$ cat src/rtl/acp_pkg.sv
package acp_pkg;
  localparam int WORD_BYTES = 4;
  localparam int LANE_SEL_W = $clog2(WORD_BYTES);

  typedef enum logic [1:0] {K_NONE, K_BYTE, K_WORD} acp_kind_e;

  typedef enum logic [2:0] {
    S_IDLE, S_BRD, S_BWR, S_WRD, S_WWR, S_SWR, S_DONE
  } acp_state_e;

  // Both pointers reach word alignment together when their low bits match.
  function automatic logic same_offset(logic [LANE_SEL_W-1:0] a,
                                       logic [LANE_SEL_W-1:0] b);
    return a == b;
  endfunction

  // Next state after a step, chosen from the kind of the next step.
  function automatic acp_state_e phase_for(acp_kind_e k);
    case (k)
      K_BYTE:  return S_BRD;
      K_WORD:  return S_WRD;
      default: return S_DONE;
    endcase
  endfunction
endpackage

$ cat src/rtl/acp_plan.sv
module acp_plan #(
  parameter int LEN_W = 32
) (
  input  logic [acp_pkg::LANE_SEL_W-1:0] src_lo,
  input  logic [LEN_W-1:0]              remain,
  output acp_pkg::acp_kind_e            kind
);
  import acp_pkg::*;

  always_comb begin
    if (remain == '0)
      kind = K_NONE;
    else if (src_lo != '0 || remain < LEN_W'(WORD_BYTES))
      kind = K_BYTE;
    else
      kind = K_WORD;
  end
endmodule

$ cat src/rtl/acp_lane.sv
module acp_lane #(
  parameter int LANES = 4,
  parameter int SEL_W = 2
) (
  input  logic [8*LANES-1:0] word_in,
  input  logic [SEL_W-1:0]   pick,
  input  logic [SEL_W-1:0]   put,
  output logic [7:0]         byte_out,
  output logic [LANES-1:0]   be,
  output logic [8*LANES-1:0] wdata
);
  assign byte_out = word_in[8*pick +: 8];

  for (genvar i = 0; i < LANES; i++) begin : g_lane
    assign be[i]          = (put == SEL_W'(i));
    assign wdata[8*i +: 8] = byte_out;
  end
endmodule

$ cat src/rtl/align_copy_engine.sv
module align_copy_engine #(
  parameter int ADDR_W = 32,
  parameter int LEN_W  = 32
) (
  input  logic              clk,
  input  logic              rst_n,
  input  logic              start,
  input  logic [ADDR_W-1:0] src,
  input  logic [ADDR_W-1:0] dst,
  input  logic [LEN_W-1:0]  len,
  output logic              busy,
  output logic              done,
  output logic [ADDR_W-1:0] mem_addr,
  output logic              mem_we,
  output logic [3:0]        mem_be,
  output logic [31:0]       mem_wdata,
  input  logic [31:0]       mem_rdata
);
  import acp_pkg::*;

  localparam int DATA_W = 8 * WORD_BYTES;
  localparam logic [LANE_SEL_W-1:0] LAST_LANE = LANE_SEL_W'(WORD_BYTES - 1);

  acp_state_e              state;
  logic [ADDR_W-1:0]       sp, dp, nsp, ndp;
  logic [LEN_W-1:0]        rem, nrem;
  logic                    matched_q;
  logic [LANE_SEL_W-1:0]   lane_q;
  logic [DATA_W-1:0]       hold_q;

  // Named events for the checker
  logic word_rd_evt, full_wr_evt, step_end;
  assign word_rd_evt = (state == S_WRD);
  assign full_wr_evt = (state == S_WWR);
  assign step_end    = (state == S_BWR) || (state == S_WWR) ||
                       (state == S_SWR && lane_q == LAST_LANE);

  // Pointer arithmetic for the step completing in this cycle
  always_comb begin
    nsp  = sp;
    ndp  = dp;
    nrem = rem;
    case (state)
      S_BWR: begin
        nsp = sp + ADDR_W'(1); ndp = dp + ADDR_W'(1); nrem = rem - LEN_W'(1);
      end
      S_WWR: begin
        nsp  = sp + ADDR_W'(WORD_BYTES);
        ndp  = dp + ADDR_W'(WORD_BYTES);
        nrem = rem - LEN_W'(WORD_BYTES);
      end
      S_SWR: begin
        nsp  = (lane_q == LAST_LANE) ? sp + ADDR_W'(WORD_BYTES) : sp;
        ndp  = dp + ADDR_W'(1);
        nrem = rem - LEN_W'(1);
      end
      default: ;
    endcase
  end

  // Step planner: fed from the inputs at start, else from the next pointers
  logic [LANE_SEL_W-1:0] plan_lo;
  logic [LEN_W-1:0]      plan_rem;
  acp_kind_e             plan_kind;
  assign plan_lo  = (state == S_IDLE) ? src[LANE_SEL_W-1:0] : nsp[LANE_SEL_W-1:0];
  assign plan_rem = (state == S_IDLE) ? len : nrem;

  acp_plan #(.LEN_W(LEN_W)) u_plan (
    .src_lo (plan_lo),
    .remain (plan_rem),
    .kind   (plan_kind)
  );

  // Byte lane extraction and placement
  logic [LANE_SEL_W-1:0] pick_sel;
  logic [DATA_W-1:0]     lane_src;
  logic [7:0]            lane_byte;
  logic [3:0]            lane_be;
  logic [DATA_W-1:0]     lane_wdata;
  assign pick_sel = (state == S_SWR) ? lane_q : sp[LANE_SEL_W-1:0];
  assign lane_src = (state == S_SWR && lane_q != '0) ? hold_q : mem_rdata;

  acp_lane #(.LANES(WORD_BYTES), .SEL_W(LANE_SEL_W)) u_lane (
    .word_in  (lane_src),
    .pick     (pick_sel),
    .put      (dp[LANE_SEL_W-1:0]),
    .byte_out (lane_byte),
    .be       (lane_be),
    .wdata    (lane_wdata)
  );

  always_ff @(posedge clk or negedge rst_n) begin
    if (!rst_n) begin
      state     <= S_IDLE;
      sp        <= '0;
      dp        <= '0;
      rem       <= '0;
      matched_q <= 1'b0;
      lane_q    <= '0;
      hold_q    <= '0;
    end else begin
      case (state)
        S_IDLE: if (start) begin
          sp        <= src;
          dp        <= dst;
          rem       <= len;
          matched_q <= same_offset(src[LANE_SEL_W-1:0], dst[LANE_SEL_W-1:0]);
          lane_q    <= '0;
          state     <= phase_for(plan_kind);
        end
        S_BRD: state <= S_BWR;
        S_WRD: state <= matched_q ? S_WWR : S_SWR;
        S_BWR, S_WWR, S_SWR: begin
          sp  <= nsp;
          dp  <= ndp;
          rem <= nrem;
          if (state == S_SWR) begin
            if (lane_q == '0) hold_q <= mem_rdata;
            lane_q <= lane_q + LANE_SEL_W'(1);
          end
          if (step_end) state <= phase_for(plan_kind);
        end
        default: state <= S_IDLE;
      endcase
    end
  end

  always_comb begin
    mem_addr  = '0;
    mem_we    = 1'b0;
    mem_be    = '0;
    mem_wdata = '0;
    case (state)
      S_BRD, S_WRD: mem_addr = sp;
      S_WWR: begin
        mem_addr = dp; mem_we = 1'b1; mem_be = '1; mem_wdata = mem_rdata;
      end
      S_BWR, S_SWR: begin
        mem_addr = dp; mem_we = 1'b1; mem_be = lane_be; mem_wdata = lane_wdata;
      end
      default: ;
    endcase
  end

  assign busy = (state != S_IDLE) && (state != S_DONE);
  assign done = (state == S_DONE);
endmodule

$ cat config.mk
export PLATFORM = sky130hd
export DESIGN_NAME = align_copy_engine
export DESIGN_NICKNAME = d
export VERILOG_FILES = /design/src/rtl/acp_pkg.sv /design/src/rtl/acp_plan.sv /design/src/rtl/acp_lane.sv /design/src/rtl/align_copy_engine.sv
export SDC_FILE = /design/constraint.sdc
export NUM_CORES = 1
export LEC_CHECK = 0
export ABC_AREA = 0
export ABC_CLOCK_PERIOD_IN_PS = 3050
export CAP_MARGIN = 20
export CORE_MARGIN = 2
export CORE_UTILIZATION = 30
export CTS_BUF_LIST = sky130_fd_sc_hd__clkbuf_2
export CTS_CLUSTER_DIAMETER = 40
export DETAILED_ROUTE_END_ITERATION = 8
export DONT_BUFFER_PORTS = 1
export PLACE_DENSITY = 0.48
export REMOVE_ABC_BUFFERS = 1
export SLEW_MARGIN = 40
export SYNTH_ARGS = -nofsm -noshare
export SYNTH_HDL_FRONTEND = slang
export SYNTH_SLANG_ARGS = --single-unit
$ cat constraint.sdc
create_clock -name clk -period 3.05 [get_ports clk]
set_input_delay 0.1525 -clock clk [delete_from_list [all_inputs] [get_ports clk]]
set_output_delay 0.1525 -clock clk [all_outputs]
set_load 0.02 [all_outputs]
### Yosys cells after proc, flatten, opt, wreduce, memory -nomap -nowiden

Index checks and enable logic that the tools add are counted.

* muxes and demuxes: 28
* equal/unequal tests: 20
* add/subtract/negate cells: 7
* shifts and indexed selects: 1
* reductions and logical operators: 24
* order comparisons: 1

Operators with widths (count)
* $pmux W32 S2: 7
* $mux W32: 6
* $pmux W32 S3: 1
* $add A32 B1 Y32 const B: 2
* $add A32 B3 Y32 const B: 2
* $logic_not A32 Y1: 1
* $lt A32 B3 Y1 const B: 1
* $shiftx A32 B6 Y8: 1
* $sub A32 B1 Y32 const B: 1
* $sub A32 B3 Y32 const B: 1
* $mux W2: 6
* $pmux W3 S4: 1
* $eq A3 B3 Y1 const B: 3
* $reduce_and A3 Y1: 3
* $eq A2 B2 Y1 const B: 4
* $pmux W4 S2: 1
* $eq A3 B2 Y1 const B: 2
* $mux W3: 2
* $ne A3 B3 Y1 const B: 2
* $pmux W3 S2: 1
* $reduce_and A2 Y1: 3
* $reduce_bool A2 Y1: 3
* $eq A2 B1 Y1 const B: 2
* $logic_not A2 Y1: 2
* 16 further kinds: 23

* register bits: 134

### Depth between registers and ports, before layout

Gate-level depths: netlist of run 1.

* depth after elaboration: 12
* depth in mapped cells: 14

### Hierarchy

Synthesis of run 1 repeated with hierarchy kept, for this count alone.

* cells, all modules: 1384
* area, all modules: 11298.3 um2

By module, submodules not included
* align_copy_engine: area each 10744.1 um2, instances 1, cells an instance 1323
* acp_lane: area each 459.2 um2, instances 1, cells an instance 46
* acp_plan: area each 95.1 um2, instances 1, cells an instance 15

### Least setup slack after synthesis of run 1

No wires, ideal clock.

* path kind: register to register
* start point: register rem[2]
* end point: register state[1]
* buffers on the path: 1
* setup slack: 0.082 ns
* arrival time: 2.874 ns
* stages on the path, launching flop included: 13
* required time: 2.956 ns
* cell sequence: dfrtp_1 buf_2 inv_1 ha_1 or3b_1 nor4_4 nand3_2 and3_1 a311oi_1 nor4b_1 a31oi_1 mux2i_1 a221oi_2

* cells in the longest elaborated chain, start to end: 11
* elaborated cells between the ends (all ways): 15
* classes of those cells: add/sub (2); order compare (1); eq/ne (2); mux (8); reduce/logical (2)

RTL lines
* start, declared: RTL line align_copy_engine.sv:26 `logic [LEN_W-1:0] rem, nrem;`
* start signal, assigned: RTL line align_copy_engine.sv:106 `rem <= len;`
* start signal, assigned: RTL line align_copy_engine.sv:116 `rem <= nrem;`
* $sub A32 B1 Y32 or $sub A32 B3 Y32 (tied branches): RTL line align_copy_engine.sv:45, align_copy_engine.sv:55, align_copy_engine.sv:50
* $pmux W32 S2 *: RTL line align_copy_engine.sv:43 `case (state)`
* $mux W32 *: RTL line align_copy_engine.sv:66 `assign plan_rem = (state == S_IDLE) ? len : nrem;`
* $lt A32 B3 Y1: RTL line acp_plan.sv:13 `else if (src_lo != '0 || remain < LEN_W'(WORD_BYTES))`
* $logic_or A1 B1 Y1: RTL line acp_plan.sv:13
* $mux W2: RTL line acp_plan.sv:13
* $mux W2 *: RTL line acp_plan.sv:11 `if (remain == '0)`
* $eq A2 B2 Y1 or $eq A2 B1 Y1 (tied branches): RTL line acp_pkg.sv:19 `case (k)`
* $pmux W3 S2 *: RTL line acp_pkg.sv:19
* $mux W3 (on tied branches): RTL line align_copy_engine.sv:121, align_copy_engine.sv:103
* $pmux W3 S4 *: RTL line align_copy_engine.sv:102 `case (state)`
* end signal, assigned: RTL line align_copy_engine.sv:109 `state <= phase_for(plan_kind);`
* end signal, assigned: RTL line align_copy_engine.sv:112 `S_WRD: state <= matched_q ? S_WWR : S_SWR;`
* end signal, assigned: RTL line align_copy_engine.sv:121 `if (step_end) state <= phase_for(plan_kind);`
* end, declared: RTL line align_copy_engine.sv:24 `acp_state_e state;`

Every way passes the cells marked *; elsewhere a longest branch is shown, timed or not. The select of a mux whose other input is x is not followed.
A chain may end at the register's enable or synchronous reset.

### Worst setup path in the final report of run 1

* start point: register state[0]
* end point: output port mem_wdata[17]

* cells in the longest elaborated chain, start to end: 5
* elaborated cells between the ends (all ways): 9
* classes of those cells: eq/ne (3); shift (1); mux (3); reduce/logical (2)

RTL lines
* $eq A3 B3 Y1: RTL line align_copy_engine.sv:80, align_copy_engine.sv:81, align_copy_engine.sv:133
* $logic_and A1 B1 Y1: RTL line align_copy_engine.sv:81 `assign lane_src = (state == S_SWR && lane_q != '0) ? hold_q : mem_rdata;`
* $mux W32: RTL line align_copy_engine.sv:81
* $shiftx A32 B6 Y8: RTL line acp_lane.sv:12 `assign byte_out = word_in[8*pick +: 8];`
* $pmux W32 S2 *: RTL line align_copy_engine.sv:133 `case (state)`
* end, declared: RTL line align_copy_engine.sv:16 `output logic [31:0] mem_wdata,`

Every way passes the cells marked *; elsewhere a longest branch is shown, timed or not.

==> metrics.csv, run 1 <==
stage;metric;value;unit
timing;max_freq;315;MHz
logic_synthesis;netlist_area;10200;um2
timing;max_slew.worst_pin.slew;857;ps
logic_synthesis;synth_area_leaders;dfrtp_1 33%, nand2_1 8.7%, a21oi_1 5.8%, o21ai_0 5.2%, nor2_1 4.8%;
placed_design;dpl.hpwl;29500;um
timing;skew;61.9;ps
pwr;p_switching;0.00145;W
floorplanning;die_w;189;um
pwr;power_leakage;6.83;nW
pwr;seqPwrFrac;44.7;%
timing;final_hold_viol_count;0;
logic_synthesis;yosys-top-cells-count;237 x nand2_1, 134 x dfrtp_1, 131 x nor2_1, 118 x a21oi_1, 106 x o21ai_0;
route;routed_wl;44200;um
timing;setup_slack;-124;ps
route;ant_nets;0;
route;routed_via_density;5.56;
logic_synthesis;synth_top_area_cell;dfrtp_1;
worst_setup_path;rrSetupSlack;-110;ps
timing;whs;92.5;ps
global_route;grt_max_degree;135;
worst_setup_path;cp-start-kind;flip-flop;
clocking;cts-buffers-inserted;17;
logic_synthesis;async_flop_share;100;%
global_route;grt_util_all_layers;24.4;%
timing;fin_crit_sh;104;%
route;drtIter0Drc;926;
floorplanning;die_h;189;um
clocking;clockBufferDepth;2;
floorplanning;design.portCount;202;
worst_setup_path;timing.rr.start;state[2];
pwr;switching_share;33.4;%
pwr;power.density;277;nW/um2
hold_path;hp-start;start;
global_route;grt_pass1_vias;12103;
timing;report.final.slew_viol_count;0;
final_layout;syn_to_final_growth;52.8;%
worst_setup_path;path_cells;buf_6, nand3b_1, buf_6, buf_8, nor2_4, clkbuf_16, buf_6, nand2_2, a311oi_2, a31oi_1, nor2_2, a21o_1;
route;wl_per_cell;19.9;um
timing;rsz0062_at_grt;yes;
worst_setup_path;arrival;3020;ps
logic_synthesis;ys_types;85;
pwr;ir_drop;0.000308;V
worst_setup_path;path_class;reg -> out;
worst_setup_path;crit_slowest_cell;dfrtp_1;
global_route;grt_pass1_wl;68500;um
route;first_pass_iters;5;
status;status;finished, violations left;
clocking;clk_latency;810;ps
clocking;cts_num_sinks;134;
logic_synthesis;synth_edf_count;0;
final_layout;final_nets;1896;
clocking;cts_tree;yes;
timing;relSlewSlack;42.8;%
logic_synthesis;ys_dominant_reg_cell;dfrtp_1;
floorplanning;initial_utilization;30.5;%
placed_design;io_buffer_count;0;
global_route;antenna_found_initial;5;
logic_synthesis;synth.avg_cell_area;7.49;um2
clocking;htree_num_levels;4;
floorplanning;design.core.area;33600;um2
global_route;overflow;0;
pwr;clkPwrFrac;26.3;%
floorplanning;num_rows;67;
clocking;cts-root-buf;clkbuf_2;
logic_synthesis;syn_inst;1368;
final_layout;post-route-util;46.6;%
pwr;combPwrFrac;29.0;%
final_layout;drive_gt1_share;26.3;%
logic_synthesis;synth-seq-cells;134;
pwr;p_int;0.00289;W
worst_setup_path;critPathCaptureType;primary output;
hold_path;whs_endpoint;sp[0];
hold_path;min_path_type;in -> reg;
timing;timing.final.crit_period;3170;ps
floorplanning;die_area;35700;um2
hold_path;whs_path_depth;3;
job;max_cap_viol_count;0;
route;drc_errors;0;
logic_synthesis;synth.most_common_cell;nand2_1;
placed_design;gp_congestion;0.904;
worst_setup_path;worst-path-max-fanout;8;
worst_setup_path;max_stage_delay;440;ps
worst_setup_path;r2r-end;state[1];
route;num_vias;12339;
timing;finalSetupViolCount;33;
status;failed_checks;setup timing;
logic_synthesis;yosys_warnings;0;
logic_synthesis;yosysSeqAreaShare;32.7;%
worst_setup_path;crit_top_cell;buf_6;
worst_setup_path;ff2ff_path_depth;14;
logic_synthesis;synth_top_area_share;32.7;%
worst_setup_path;worst_ep_required_time;2900;ps
clocking;cts.reportedPaths.clkPinSlew;250;ps
worst max-delay path by stage:
| stage | slack [ps] | cells past startpoint | end | start |
|---|---|---|---|---|
| 3_3_place_gp | -180 | 12 | state[1] | state[0] |
| 3_5_place_dp | -220 | 11 | state[1] | rem[2] |
| 5_1_grt | -320 | 11 | mem_wdata[1] | state[1] |
| 4_1_cts | -210 | 12 | mem_wdata[30] | state[0] |
| 6_report | -120 | 12 | mem_wdata[17] | state[0] |
| 2_1_floorplan | -3160 | 8 | state[1] | state[1] |
cell families (layout without fill, tap and decap cells):
group,count (synthesis),count (layout),synth area share (%)
muxes,40,40,4.30
DFF,134,134,32.7
adders and majority gates,12,12,1.47
buffers and inverters,128,526,5.08
xor gates and xnor gates,7,7,0.598
and+or+nand+nor,593,593,27.7
AOI/OAI and AO/OA,454,454,28.1
other,0,4,0
per-stage QoR:
stage	instances	area (um2)	power, W	setup WS, ps	TNS (ps)
finish	2218	15700	0.00434	-124	-3410
floorplan	1268	9830	0.00233	-3160	-285760
global route	2216	15700	0.00456	-318	-10140
CTS	2187	15000	0.00428	-209	-6030
global placement	1895	11800	0.00276	-181	-436
detailed placement	1895	11800	0.00276	-218	-502
registers in the layout (all words and copies together) (netlist names):
register	flops
dp	32
hold_q	32
rem	32
sp	32
state	3
lane_q	2
matched_q	1
layout by cell type, fill, tap and decap left out, types with 6 or more instances in the layout:
| cell | n |
|---|---|
| nand2_2 | 22 |
| inv_1 | 24 |
| a311oi_2 | 6 |
| a21o_1 | 39 |
| a22oi_1 | 14 |
| buf_4 | 208 |
| or2_2 | 6 |
| nor2_1 | 114 |
| a211oi_1 | 9 |
| a31oi_1 | 26 |
| nand4_1 | 20 |
| nand3_1 | 60 |
| a221oi_1 | 7 |
| a21oi_1 | 115 |
| nor2_2 | 15 |
| and2_1 | 6 |
| and3_4 | 6 |
| o21ai_0 | 94 |
| dfrtp_2 | 13 |
| nor3_2 | 6 |
| o22ai_1 | 35 |
| o211ai_1 | 7 |
| buf_6 | 15 |
| dfrtp_1 | 121 |
| nand2_1 | 215 |
| or3_1 | 6 |
| o21ai_1 | 14 |
| a22o_2 | 18 |
| mux2_2 | 32 |
| and3_1 | 13 |
| mux2i_1 | 6 |
| buf_12 | 8 |
| nor3_1 | 19 |
| nor4_1 | 20 |
| ha_1 | 9 |
| dlygate4sd3_1 | 224 |
| clkbuf_2 | 17 |
metal layers:
layer / vias up / track usage (%) / share of wire (%)
li1: 5833 / - / -
met1: 6019 / 34.4 / 47
met2: 417 / 37.4 / 45
met3: 66 / 4.99 / 6.2
met4: 4 / 7.57 / 2.4
met5: - / 0 / 0.059
worst max-delay path, delay by kind of cell, from the launching register on:
kind | cells | cell delay [ps]
buffers and inverters | 5 | 670
DFF | 1 | 440
AOI/OAI and AO/OA | 3 | 580
and+or+nand+nor | 4 | 520
power groups by stage:
stage / sequential (W) / combinational, W / clock, W
2_1_floorplan: 0.00198 / 0.000349 / 0
3_3_place_gp: 0.00196 / 0.000802 / 0
3_5_place_dp: 0.00196 / 0.000798 / 0
4_1_cts: 0.00193 / 0.00117 / 0.00118
5_1_grt: 0.00195 / 0.00135 / 0.00126
6_report: 0.00194 / 0.00126 / 0.00114
timing repair:
action                     CTS  global route
setup buffers               28            27
cloned                       4             1
resized for setup           78           124
hold buffers               229             0
setup endpoints to repair   71            66
hold endpoints to repair   266             0
pin swaps                   17            42
cell type report:
cell class	instances	area [um2]
multi-input cells	1106	7000
repair buffers	466	4380
diodes	4	10.0
flip-flops and latches	134	3370
clock buffers	17	85.1
clock inverters	15	138
inverters	28	118
well taps	448	561
fillers	3378	18000
No activity file was read; power rests on OpenSTA's default activity.
==> run 2, diff against run 1 <==
--- a/config.mk
+++ b/config.mk
@@ -17,5 +17,5 @@
 export PLACE_DENSITY = 0.48
 export REMOVE_ABC_BUFFERS = 1
-export SLEW_MARGIN = 40
+export SLEW_MARGIN = 25
 export SYNTH_ARGS = -nofsm -noshare
 export SYNTH_HDL_FRONTEND = slang
==> constraint.sdc (replaced) <==
create_clock -name clk -period 3.05 [get_ports clk]
set_input_delay 0.4575 -clock clk [delete_from_list [all_inputs] [get_ports clk]]
set_output_delay 0.4575 -clock clk [all_outputs]
set_load 0.02 [all_outputs]
==> run 2 against run 1 <==
Compared with the run above: the run still ends with setup timing left; routed wire length is 3.4% higher; clock skew is 15 ps lower; combinational power is 12% lower; non-clock buffer count is 89 lower; register-to-register slack worse by 90 ps; clock power is 8% higher; via count is 1.9% lower; die area stayed put; largest power group unchanged.
==> metrics.csv, run 2 (synthesized netlist as in run 1, its figures left out) <==
stage;metric;value;unit
status;status;finished, violations left;
status;failed_checks;setup timing;
floorplanning;design.portCount;202;
worst_setup_path;cp-startpoint;state[2];
worst_setup_path;cp-start-kind;flip-flop;
placed_design;gp_congestion;0.900;
timing;relSlewSlack;47.1;%
worst_setup_path;critPathBufInv;3;
pwr;p_int;0.00287;W
timing;setup_slack;-426;ps
final_layout;fin_cells;2128;
floorplanning;design.core.area;33600;um2
placed_design;post_dp_cell_area;11900;um2
final_layout;syn_to_final_growth;49.5;%
floorplanning;num_rows;67;
global_route;grt_pass1_wl;71700;um
pwr;combPwrFrac;26.0;%
timing;final_hold_viol_count;0;
global_route;grt_max_degree;135;
route;drtIter0Drc;834;
worst_setup_path;worst_ep_required_time;2590;ps
final_layout;stdcell_area;15300;um2
global_route;overflow;0;
worst_setup_path;crit_top_cell;buf_6;
timing;whs;165;ps
placed_design;place_inst;1899;
worst_setup_path;ff2ff_path_depth;13;
worst_setup_path;path_cells;buf_6, nand3b_1, buf_6, nand2_4, a21boi_4, buf_6, and3_1, a311oi_1, a31oi_1, nor2_2, a21o_1;
placed_design;pre_cts_ws;-264;ps
global_route;grt_pass1_vias;12037;
placed_design;io_buffer_count;0;
hold_path;min_path_type;in -> reg;
job;max_cap_viol_count;0;
worst_setup_path;arrival;3020;ps
floorplanning;initial_utilization;30.5;%
route;ant_nets;0;
clocking;cts_tree;yes;
worst_setup_path;crit_slowest_cell;dfrtp_2;
hold_path;hp-start;start;
pwr;p_switching;0.00140;W
global_route;grt_util_all_layers;25.8;%
clocking;clk_latency;810;ps
final_layout;final_nets;1807;
pwr;power.density;278;nW/um2
worst_setup_path;path_class;reg -> out;
timing;max_freq;288;MHz
hold_path;whs_path_depth;5;
clocking;htree_num_levels;4;
final_layout;drive_gt1_share;26.4;%
timing;timing.final.crit_period;3480;ps
route;num_vias;12107;
route;wl_per_cell;21.5;um
timing;skew;47.2;ps
timing;max_slew.worst_pin.slew;793;ps
final_layout;fillers;3311;
pwr;seqPwrFrac;45.2;%
floorplanning;die_area;35700;um2
clocking;cts-root-buf;clkbuf_2;
hold_path;whs_endpoint;rem[0];
global_route;busiest_layer;met2;
worst_setup_path;worst-path-max-fanout;7;
pwr;switching_share;32.7;%
route;routed_via_density;5.69;
global_route;antenna_found_initial;5;
pwr;ir_drop;0.000265;V
final_layout;mostFrequentLayoutCell;nand2_1;
worst_setup_path;critPathCaptureType;primary output;
worst_setup_path;r2r-end;state[1];
worst_setup_path;timing.rr.start;state[2];
final_layout;post-route-util;45.6;%
route;first_pass_iters;5;
global_route;use_met1;36.0;%
clocking;clockBufferDepth;2;
worst_setup_path;rrSetupSlack;-200;ps
worst_setup_path;max_stage_delay;500;ps
timing;fin_crit_sh;114;%
global_route;grt_use_met2;39.3;%
placed_design;dpl.hpwl;29700;um
clocking;cts.reportedPaths.clkPinSlew;240;ps
final_layout;final_cell_mix;209 x nand2_1, 190 x buf_4, 133 x dlygate4sd3_1, 131 x dfrtp_1;
pwr;power_leakage;6.67;nW
timing;finalSetupViolCount;67;
global_route;grtUsageMet3;5.89;%
floorplanning;die_w;189;um
timing;report.final.slew_viol_count;0;
worst_setup_path;path_delay_family;compound AO/OA/AOI/OAI gates;
floorplanning;die_h;189;um
clocking;cts-buffers-inserted;17;
route;drc_errors;0;
clocking;cts_num_sinks;134;
pwr;clkPwrFrac;28.8;%
route;routed_wl;45700;um
timing;rsz0062_at_grt;yes;
==> run 2: cell count changes in the layout (fill, tap and decap cells not counted), moves of 15 or more <==
cell,change
buf_4,-18
nand2_2,-20
a22o_2,-18
a22o_4,+18
nand2_8,+15
dlygate4sd3_1,-91
==> run 2: how the worst max path moves through the flow <==
stage / endpoint / slack [ps] / depth (start not counted)
6_report: mem_wdata[18] / -430 / 11
5_1_grt: mem_wdata[13] / -610 / 10
4_1_cts: mem_wdata[30] / -500 / 11
3_5_place_dp: state[1] / -260 / 13
3_3_place_gp: state[1] / -190 / 13
2_1_floorplan: state[1] / -3160 / 8
==> run 2: layout make-up <==
class,instances,area [um2],area share [%]
Inverter,28,116,0.759
Sequential cell,134,3360,21.9
Antenna cell,3,7.51,0.0490
Multi-Input combinational cell,1106,7250,47.4
Clock inverter,14,160,1.05
Clock buffer,18,90.1,0.588
Timing Repair Buffer,377,3770,24.6
Tap cell,448,561,3.66
==> run 2: worst min-delay path: stages <==
cell	delay (ps)
or2_2	120
nor2_1	40
a21oi_1	110
o22ai_1	90
a21oi_1	120
==> run 2: power by group through the flow <==
stage          registers (W)  logic, W  clock network, W
5_1_grt              0.00194   0.00120           0.00136
4_1_cts              0.00192   0.00102           0.00128
3_5_place_dp         0.00195  0.000835                 0
2_1_floorplan        0.00198  0.000349                 0
6_report             0.00193   0.00111           0.00123
3_3_place_gp         0.00195  0.000832                 0
==> run 2: stage by stage <==
| step | total power (W) | setup TNS [ps] |
|---|---|---|
| after global routing | 0.00450 | -26780 |
| after floorplan | 0.00233 | -306800 |
| final | 0.00426 | -15700 |
| after detailed placement | 0.00279 | -736 |
| after CTS | 0.00422 | -25830 |
| after global placement | 0.00279 | -498 |
==> run 2: timing repair <==
| item | in CTS | in global routing |
|---|---|---|
| hold buffers | 132 | 2 |
| resized for setup | 174 | 73 |
| pin swaps | 64 | 35 |
| endpoints found under the setup margin | 72 | 78 |
| cloned | 16 | 1 |
| setup buffers | 29 | 22 |
| hold endpoints to repair | 266 | 134 |
==> run 2: per-layer routing <==
layer	vias to the layer above	share of wire [%]
li1	5663	-
met2	440	45
met4	4	2.7
met5	-	0.057
met3	70	6.3
met1	5930	46
